`src/rtl/sertx_pkg.sv`:
```
package sertx_pkg;

    typedef enum logic [2:0] {
        ST_OFF,
        ST_IDLE,
        ST_PRE,
        ST_DATA,
        ST_BRK
    } tx_state_e;

    typedef enum logic [1:0] {
        FK_NONE,
        FK_PRE,
        FK_BRK,
        FK_DATA
    } frame_kind_e;

endpackage

```
`src/rtl/sertx_holdbuf.sv`:
```
module sertx_holdbuf #(
    parameter int DW = 9
) (
    input  logic          clk,
    input  logic          rst_n,
    input  logic          wr_stb,
    input  logic [DW-1:0] wr_data,
    input  logic          take,
    output logic [DW-1:0] held,
    output logic          empty
);

    always_ff @(posedge clk or negedge rst_n) begin
        if (!rst_n) begin
            held  <= '0;
            empty <= 1'b1;
        end else if (wr_stb) begin
            held  <= wr_data;
            empty <= 1'b0;
        end else if (take) begin
            empty <= 1'b1;
        end
    end

    // a move without a simultaneous write leaves the buffer empty
    p_empty_after_take_r9: assert property (@(posedge clk) disable iff (!rst_n)
        take && !wr_stb |=> empty);

    // a write always lands, full or not
    p_write_lands_r11: assert property (@(posedge clk) disable iff (!rst_n)
        wr_stb |=> !empty && held == $past(wr_data));

endmodule

```
`src/rtl/sertx_shifter.sv`:
```
module sertx_shifter #(
    parameter int FW = 11,
    parameter int CW = 4
) (
    input  logic          clk,
    input  logic          rst_n,
    input  logic          load,
    input  logic [FW-1:0] load_word,
    input  logic [CW-1:0] load_last,
    input  logic          advance,
    output logic          bit_out,
    output logic          at_last
);

    logic [FW-1:0] sh_q;
    logic [CW-1:0] left_q;

    always_ff @(posedge clk or negedge rst_n) begin
        if (!rst_n) begin
            sh_q   <= '1;
            left_q <= '0;
        end else if (load) begin
            sh_q   <= load_word;
            left_q <= load_last;
        end else if (advance) begin
            sh_q   <= {1'b1, sh_q[FW-1:1]};
            left_q <= left_q - 1'b1;
        end
    end

    assign bit_out = sh_q[0];
    assign at_last = (left_q == '0);

    // the controller never steps past a frame's last bit
    p_no_wrap_r3: assert property (@(posedge clk) disable iff (!rst_n)
        advance && !load |-> left_q != '0);

    // the remaining bit count stays within one frame
    p_count_bound_r4: assert property (@(posedge clk) disable iff (!rst_n)
        left_q <= CW'(FW - 1));

endmodule

```
`src/rtl/serial_tx_top.sv`:
```
module serial_tx_top #(
    parameter int DATA_MAX = 9
) (
    input  logic                clk,
    input  logic                rst_n,
    input  logic                tx_en,
    input  logic                brk_req,
    input  logic                len_wide,
    input  logic                wr_stb,
    input  logic [DATA_MAX-1:0] wr_data,
    input  logic                bit_tick,
    output logic                txd,
    output logic                buf_empty,
    output logic                tx_done
);
    import sertx_pkg::*;

    localparam int FRAME_MAX = DATA_MAX + 2;
    localparam int CNT_W     = $clog2(FRAME_MAX);

    tx_state_e     state_q, state_d;
    frame_kind_e   kind;
    logic          en_q;
    logic          pre_pend_q;
    logic          brk_lat_q;
    logic          in_frame;
    logic          boundary;
    logic          load;
    logic          take;
    logic          advance;
    logic          bit_out;
    logic          at_last;
    logic [DATA_MAX-1:0]  held;
    logic [FRAME_MAX-1:0] data_word;
    logic [FRAME_MAX-1:0] load_word;
    logic [CNT_W-1:0]     load_last;

    sertx_holdbuf #(.DW(DATA_MAX)) u_buf (
        .clk     (clk),
        .rst_n   (rst_n),
        .wr_stb  (wr_stb),
        .wr_data (wr_data),
        .take    (take),
        .held    (held),
        .empty   (buf_empty)
    );

    sertx_shifter #(.FW(FRAME_MAX), .CW(CNT_W)) u_shift (
        .clk       (clk),
        .rst_n     (rst_n),
        .load      (load),
        .load_word (load_word),
        .load_last (load_last),
        .advance   (advance),
        .bit_out   (bit_out),
        .at_last   (at_last)
    );

    assign in_frame = (state_q == ST_PRE) || (state_q == ST_DATA) || (state_q == ST_BRK);
    assign boundary = bit_tick && ((state_q == ST_IDLE) || (in_frame && at_last));

    // what goes next at a boundary: preamble, then break, then data
    always_comb begin
        if (pre_pend_q)                kind = FK_PRE;
        else if (brk_req || brk_lat_q) kind = FK_BRK;
        else if (!buf_empty)           kind = FK_DATA;
        else                           kind = FK_NONE;
    end

    // data frame: start 0, data LSB first, stop 1, padded with ones
    always_comb begin
        data_word    = '1;
        data_word[0] = 1'b0;
        for (int i = 0; i < DATA_MAX; i++) begin
            if (len_wide || i < DATA_MAX - 1) begin
                data_word[i+1] = held[i];
            end
        end
    end

    // state register
    always_ff @(posedge clk or negedge rst_n) begin
        if (!rst_n) state_q <= ST_OFF;
        else        state_q <= state_d;
    end

    // next state: enable-up, enable-down, launch, chain, settle
    always_comb begin
        state_d = state_q;
        unique case (state_q)
            ST_OFF: begin
                if (tx_en) state_d = ST_IDLE;
            end
            ST_IDLE, ST_PRE, ST_DATA, ST_BRK: begin
                if (!tx_en) begin
                    state_d = ST_OFF;
                end else if (boundary) begin
                    unique case (kind)
                        FK_PRE:  state_d = ST_PRE;
                        FK_BRK:  state_d = ST_BRK;
                        FK_DATA: state_d = ST_DATA;
                        FK_NONE: state_d = ST_IDLE;
                    endcase
                end
            end
            default: state_d = ST_OFF;
        endcase
    end

    // outputs and datapath controls
    always_comb begin
        load      = tx_en && boundary && (kind != FK_NONE);
        take      = load && (kind == FK_DATA);
        advance   = tx_en && in_frame && bit_tick && !at_last;
        load_last = len_wide ? CNT_W'(FRAME_MAX - 1) : CNT_W'(FRAME_MAX - 2);
        unique case (kind)
            FK_PRE:  load_word = '1;
            FK_BRK:  load_word = '0;
            FK_DATA: load_word = data_word;
            FK_NONE: load_word = '1;
        endcase
        txd     = in_frame ? bit_out : 1'b1;
        tx_done = ((state_q == ST_OFF) || (state_q == ST_IDLE)) && buf_empty
                  && !pre_pend_q && !brk_lat_q;
    end

    // pending preamble and break latch
    always_ff @(posedge clk or negedge rst_n) begin
        if (!rst_n) begin
            en_q       <= 1'b0;
            pre_pend_q <= 1'b0;
            brk_lat_q  <= 1'b0;
        end else begin
            en_q <= tx_en;
            if (!tx_en)                         pre_pend_q <= 1'b0;
            else if (!en_q)                     pre_pend_q <= 1'b1;
            else if (load && kind == FK_PRE)    pre_pend_q <= 1'b0;

            if (!tx_en)                         brk_lat_q <= 1'b0;
            else if (load && kind == FK_BRK)    brk_lat_q <= 1'b0;
            else if (brk_req && state_q != ST_BRK) brk_lat_q <= 1'b1;
        end
    end

    p_mark_when_off_r2: assert property (@(posedge clk) disable iff (!rst_n)
        !tx_en |=> txd);

    p_bit_hold_r3: assert property (@(posedge clk) disable iff (!rst_n)
        tx_en && !bit_tick |=> $stable(txd));

    p_start_low_r4: assert property (@(posedge clk) disable iff (!rst_n)
        take |=> !txd);

    p_pre_high_r5: assert property (@(posedge clk) disable iff (!rst_n)
        state_q == ST_PRE |-> txd);

    p_break_low_r6: assert property (@(posedge clk) disable iff (!rst_n)
        state_q == ST_BRK |-> !txd);

    p_frame_finishes_r6: assert property (@(posedge clk) disable iff (!rst_n)
        state_q == ST_DATA && !at_last |=> state_q == ST_DATA || state_q == ST_OFF);

    p_done_empty_r10: assert property (@(posedge clk) disable iff (!rst_n)
        tx_done |-> buf_empty);

endmodule

```
`config.mk`:
```
export PLATFORM = sky130hd
export DESIGN_NAME = serial_tx_top
export DESIGN_NICKNAME = d
export VERILOG_FILES = /design/src/rtl/sertx_pkg.sv /design/src/rtl/sertx_holdbuf.sv /design/src/rtl/sertx_shifter.sv /design/src/rtl/serial_tx_top.sv
export SDC_FILE = /design/constraint.sdc
export NUM_CORES = 1
export LEC_CHECK = 0
export BUFFER_PORTS_ARGS = -buffer_cell sky130_fd_sc_hd__buf_2
export CAP_MARGIN = 20
export CORE_ASPECT_RATIO = 0.5
export CORE_MARGIN = 2
export CORE_UTILIZATION = 52
export DETAILED_ROUTE_END_ITERATION = 8
export PLACE_DENSITY = 0.75
export SLEW_MARGIN = 40
export SYNTH_ARGS = -nofsm -noshare
export SYNTH_HDL_FRONTEND = slang
export SYNTH_SLANG_ARGS = --single-unit
```
`constraint.sdc`:
```
create_clock -name clk -period 2.1 [get_ports clk]
set_input_delay 0.105 -clock clk [delete_from_list [all_inputs] [get_ports clk]]
set_output_delay 0.105 -clock clk [all_outputs]
set_load 0.02 [all_outputs]
```
---- Yosys cells after proc, flatten, opt, wreduce, memory -nomap -nowiden ----
Index checks and enable logic that the tools add are counted.
word-level totals
  bits in registers ....................... 31
  input port bits ......................... 16
  output and inout port bits .............. 3
  logic and storage cells ................. 76
cells by class
  $add $sub $neg .......................... 1
  equal/unequal tests ..................... 12
  mux-type cells .......................... 24
  reductions and logical operators ........ 31
operators by type and width
  kind                                                                      number
  11-bit case mux with 3 select lines                                       1
  11-bit two-way mux                                                        2
  1-bit logical AND                                                         14
  3-bit case mux with 4 select lines                                        1
  1-bit two-way mux                                                         10
  3-bit two-way mux                                                         3
  2-bit two-way mux                                                         4
  4-bit two-way mux                                                         2
  3-bit by 2-bit == test with 1-bit output (second input constant)          2
  3-bit inequality test (second input constant)                             2
  3-bit case mux with 2 select lines                                        1
  2-bit nonzero test                                                        3
  1-bit logical OR                                                          5
  2-bit == test (second input constant)                                     2
  4-bit logical NOT                                                         1
  4-bit OR reduction                                                        1
  4-bit by 1-bit subtractor with 4-bit output (second input constant)       1
  3-bit by 1-bit == test with 1-bit output (second input constant)          1
  3-bit == test (second input constant)                                     1
  1-bit logical NOT                                                         3
  3-bit logical NOT                                                         1
  3-bit by 1-bit inequality test with 1-bit output (second input constant)  1
  3-bit by 2-bit inequality test with 1-bit output (second input constant)  1
  2-bit by 1-bit == test with 1-bit output (second input constant)          1
  other kinds (4)                                                           4

---- Longest topological paths before layout ----
  depth after elaboration ................. 12
  depth in mapped cells ................... 10
  mapped depth without buffers ............ 9

---- By module ----
Synthesis repeated with hierarchy kept, for this count alone.
second synthesis, totals
  cell total of the unflattened synthesis .. 164
  area total of the unflattened synthesis .. 1,747.9 um^2
by module, submodules not included
  module         times used  cells an instance  area an instance (um^2)  seq. area each (um^2)
  sertx_shifter  1           71                 753.2                    389.1
  serial_tx_top  1           72                 586.8                    150.1
  sertx_holdbuf  1           21                 407.9                    251.5

---- Least setup slack after synthesis ----
OpenSTA, ideal clock, no wires.
  path type ............................... reg-to-reg
  from .................................... register u_shift.left_q[0]
  to ...................................... register pre_pend_q
  library setup time ...................... 0.128 ns
  data arrival time ....................... 1.799 ns
  required time ........................... 1.972 ns
  path slack .............................. 0.173 ns
  cell stages (with the launch flop) ...... 8
  buffers on the path ..................... 1
  period minus slack after synthesis ...... 1.927 ns
  cells stage by stage .................... dfrtp_1 inv_1 ha_1 or4b_1 a211oi_2 and2_1 buf_4 a31oi_1
on the way
  word-level cells in the longest chain between the ends .. 8
ends and longest elaborated chain
  item                                                               line                  RTL
  start: declaration                                                 sertx_shifter.sv:16   logic [CW-1:0] left_q;
  start signal: assignment                                           sertx_shifter.sv:24   left_q <= load_last;
  start signal: assignment                                           sertx_shifter.sv:27   left_q <= left_q - 1'b1;
  4-bit logical NOT                                                  sertx_shifter.sv:32   assign at_last = (left_q == '0);
  1-bit logical AND                                                  serial_tx_top.sv:60   assign boundary = bit_tick && ((state_q == ST_IDLE) || (in_frame && at_last));
  1-bit logical OR                                                   serial_tx_top.sv:60
  1-bit logical AND                                                  serial_tx_top.sv:60
  1-bit logical AND (2 in a row)                                     serial_tx_top.sv:112  load = tx_en && boundary && (kind != FK_NONE);
  1-bit logical AND                                                  serial_tx_top.sv:137  else if (load && kind == FK_PRE) pre_pend_q <= 1'b0;
  3-bit by 2-bit inequality test with 1-bit output (no source line)  --
  end signal: assignment                                             serial_tx_top.sv:135  if (!tx_en) pre_pend_q <= 1'b0;
  end signal: assignment                                             serial_tx_top.sv:136  else if (!en_q) pre_pend_q <= 1'b1;
  end signal: assignment                                             serial_tx_top.sv:137
  end: declaration                                                   serial_tx_top.sv:24   logic pre_pend_q;
Every way passes these cells.
A chain may end at the register's enable or synchronous reset.

---- Final worst setup path ----
  from .................................... register u_shift.left_q[0]
  to ...................................... register u_shift.sh_q[9]
on the way
  word-level cells in the longest chain between the ends .. 7
  elaborated cells on any way between the ends .. 10
  those cells by class .................... mux (1); reduce/logical (9)
ends and longest elaborated chain
  item                                                             line                  RTL
  4-bit logical NOT *                                              sertx_shifter.sv:32
  1-bit logical AND                                                serial_tx_top.sv:60
  1-bit logical OR                                                 serial_tx_top.sv:60
  1-bit logical AND                                                serial_tx_top.sv:60
  1-bit logical AND (2 in a row)                                   serial_tx_top.sv:112
  11-bit two-way mux / 2-bit nonzero test (equally long branches)  --
  end signal: assignment                                           sertx_shifter.sv:23   sh_q <= load_word;
  end signal: assignment                                           sertx_shifter.sv:26   sh_q <= {1'b1, sh_q[FW-1:1]};
  end: declaration                                                 sertx_shifter.sv:15   logic [FW-1:0] sh_q;
Mark *: on every way between the ends. The rest lies on a longest branch, timed or not.

==> metrics.txt <==
status=complete, no violations; CTS tree=yes; clock slew at reported path FFs=70 ps; Main synth FF type=dfrtp_1; Post-Syn Instances=around 170; skew final=8.88 ps; final hold viol count=0; largest cells by area after synthesis=dfrtp_1 27%, dfstp_2 18%, mux2_2 7.1%, mux2i_1 6.9%, ha_1 3.6%; Critical Path RT=about 2300 ps; Clk pwr share=20.7%; clock sinks=31; number of nets with antenna violations after routing=0; CTS H-tree depth=2; root buffer cell=clkbuf_8; Crit Path Max Fanout=14; RSZ-0062 raised after global routing=false; CTS max path bufs=2; CP Class=flop to flop; HP Class=input port to flop; postcts setup bufs=0; Iteration-0 DRC Markers=35; Fin Setup TNS=0 ps; FMAX=510 MHz; Peak supply drop=just over 0.5 mV; sequential cell area fraction in the yosys report=45.6%; largest net degree at the start of global routing=32; power per standard cell area=about 1200 nW/um^2; type of origin of the critical path=flop; register area=791 sq um; final setup fails=0; Antenna diodes=0; Final Cycle Share=between 90% and 100%; Worst-Skew Late Latency=about 290 ps; Final Wtd Congestion=between 0.7 and 0.8; Port Buffers=18; Die Area=a little under 4000 sq um; GR Overflow Total=0; share of the synthesized area in the top cell type=a little over a quarter; Pint=roughly 1500 uW; design area=around 2000 sq um; vias in the first global route=1,357; share of power burned in registers=approximately two fifths; Mapped Area=about 1700 sq um; Slew HR=between 50% and 60%; DR vias/cell=5.65; CP endpoint kind=flop; area leader, netlist=dfrtp_1; Area after DPL=between 1500 and 2000 sq um; Die X-Extent=85.7 um; FF+latch count, synth=31; Async S/R FF share, synth=between 90% and 100%; most frequent cells after synthesis=19 x dfrtp_1, 13 x nand2_1, 12 x dfstp_2, 12 x mux2i_1; CTS Buf Count=5; most common cell in the netlist=dfrtp_1; final worst setup slack=around 140 ps; P&R area growth vs syn=15.2%; placed cell count=~230; first-pass GRT wire length=about 6.3 mm; Pins Over Slew Limit=0; wire per inst=approximately 15 um; Sw Ratio=37.1%; Fillers=259; Mapped Nets=just under 200; # rows=14; Core Region=roughly 3000 sq um; Via Count=1,344; switching pwr=863 uW; initial antenna violation count=0; final std cells w/o fill=about 240; Initial Utilization=56.2%; Worst-Margin Slew=a little under 700 ps; nets=about 220; Comb pwr share=between 30% and 40%; Power, Total=between 2000 and 2500 uW; ratio of cells with drive above 1 in the final layout=about 32%; die height=around 45 um; Synthesis Warnings=0; overall routing resource usage=a little over a fifth; Max Cap Viol=0; WL final=around 3.5 mm; Pre-Repair DR Iteration Count=4; Tmin final=approximately 2000 ps; DP Wirelength=around 2.4 mm; Arr. time, crit path=~2200 ps; Avg Inst Size Synth=between 10 and 15 sq um; Yosys cell types=42; DRC=0; Post-synth EDFFs=0; I/O pin count=19; Lkg Pwr=~0.00084 uW; area of the multi-input gates=855 sq um; dpl ws=between 80 and 90 ps
-- cells by family (layout without fill, tap and decap cells) --
| kind of cell | after synthesis | in the layout | synth area share, % |
|---|---|---|---|
| flip-flops | 31 | 31 | 45.6 |
| XOR/XNOR | 1 | 1 | 0.505 |
| adder cells (fa/ha/maj) | 6 | 6 | 4.18 |
| AND/OR/NAND/NOR | 50 | 50 | 14.6 |
| buffers and inverters | 21 | 47 | 5.56 |
| AO/OA/AOI/OAI | 40 | 40 | 15.4 |
| multiplexers | 23 | 23 | 14.1 |
-- state kept, by name, indices dropped and copies added (netlist names) --
signal	cells
brk_lat_q	1
u_shift.sh_q	11
pre_pend_q	1
en_q	1
state_q	3
u_buf.held	9
u_shift.left_q	4
u_buf.empty	1
-- worst max-delay path: stages (launching register included) --
cell and delay, ps:
dfrtp_1 400, inv_1 70, ha_1 160, or4b_1 460, a211oi_2 280, and2_1 200, buf_6 160, o311ai_0 130
-- per-stage QoR --
step,hold WS (ps),utilization [%]
after detailed placement,187,61.2
after global placement,182,61.2
after floorplan,-191,-
final,21.5,64.8
after CTS,18.2,64.4
after global routing,21.0,64.8
-- cells in the final DEF (no fill, tap or decap), types with 2 or more instances in the layout --
cell type	count
nor2_1	9
nor3_1	2
nor2b_1	3
nand3_1	10
a21oi_1	11
a31oi_1	2
dfrtp_1	19
buf_4	8
inv_1	11
o21ai_0	7
o211ai_1	3
or2_2	2
clkbuf_8	5
buf_2	18
a211o_1	2
ha_1	4
clkinvlp_4	2
dfstp_2	12
nand2b_1	2
o2bb2ai_1	2
o21ai_1	5
a211oi_1	2
mux2i_1	12
nand2_1	13
mux2_2	11
-- layout make-up --
class / instances / share of cell area [%]
Clock buffer: 5 / 3.45
Clock inverter: 3 / 1.00
Inverter: 11 / 2.07
Multi-Input combinational cell: 120 / 42.8
Sequential cell: 31 / 39.6
Tap cell: 40 / 2.51
Timing Repair Buffer: 28 / 8.58
-- power by group through the flow --
stage / clock network [uW] / logic (uW) / registers, uW
3_5_place_dp: 0 / 859 / 964
6_report: 480 / 882 / 960
2_1_floorplan: 0 / 647 / 937
4_1_cts: 484 / 872 / 955
3_3_place_gp: 0 / 834 / 956
5_1_grt: 505 / 986 / 990
-- final timing paths --
check | start | end | slack [ps] | cells after the start
worst min-delay path | tx_en | en_q$_DFF_PN0_ | 20 | 1
worst max register to register | u_shift.left_q[0]$_DFFE_PN0P_ | u_shift.sh_q[9]$_DFFE_PN1P_ | 140 | 7
worst max-delay path | u_shift.left_q[0]$_DFFE_PN0P_ | u_shift.sh_q[9]$_DFFE_PN1P_ | 140 | 7
min in group asynchronous | rst_n | u_buf.held[2]$_DFFE_PN0P_ | 380 | 2
worst min register to register | en_q$_DFF_PN0_ | pre_pend_q$_DFFE_PN0P_ | 470 | 1
max in group asynchronous | rst_n | u_shift.left_q[3]$_DFFE_PN0P_ | 1260 | 2
-- per-layer routing --
| layer | wire length [um] | up-vias | track usage (%) |
|---|---|---|---|
| met3 | 119 | 8 | 5.48 |
| li1 | - | 659 | - |
| met2 | 1630 | 24 | 35.8 |
| met5 | 0 | - | 0 |
| met1 | 1730 | 653 | 29.0 |
| met4 | 48 | 0 | 6.67 |
-- what timing repair did --
item,CTS,global route
hold buffers,1,0
endpoints found under the setup margin,0,17
endpoints found under the hold margin,19,0
gates resized for setup,0,3
Note: power is estimated with default switching activity, not from simulation.
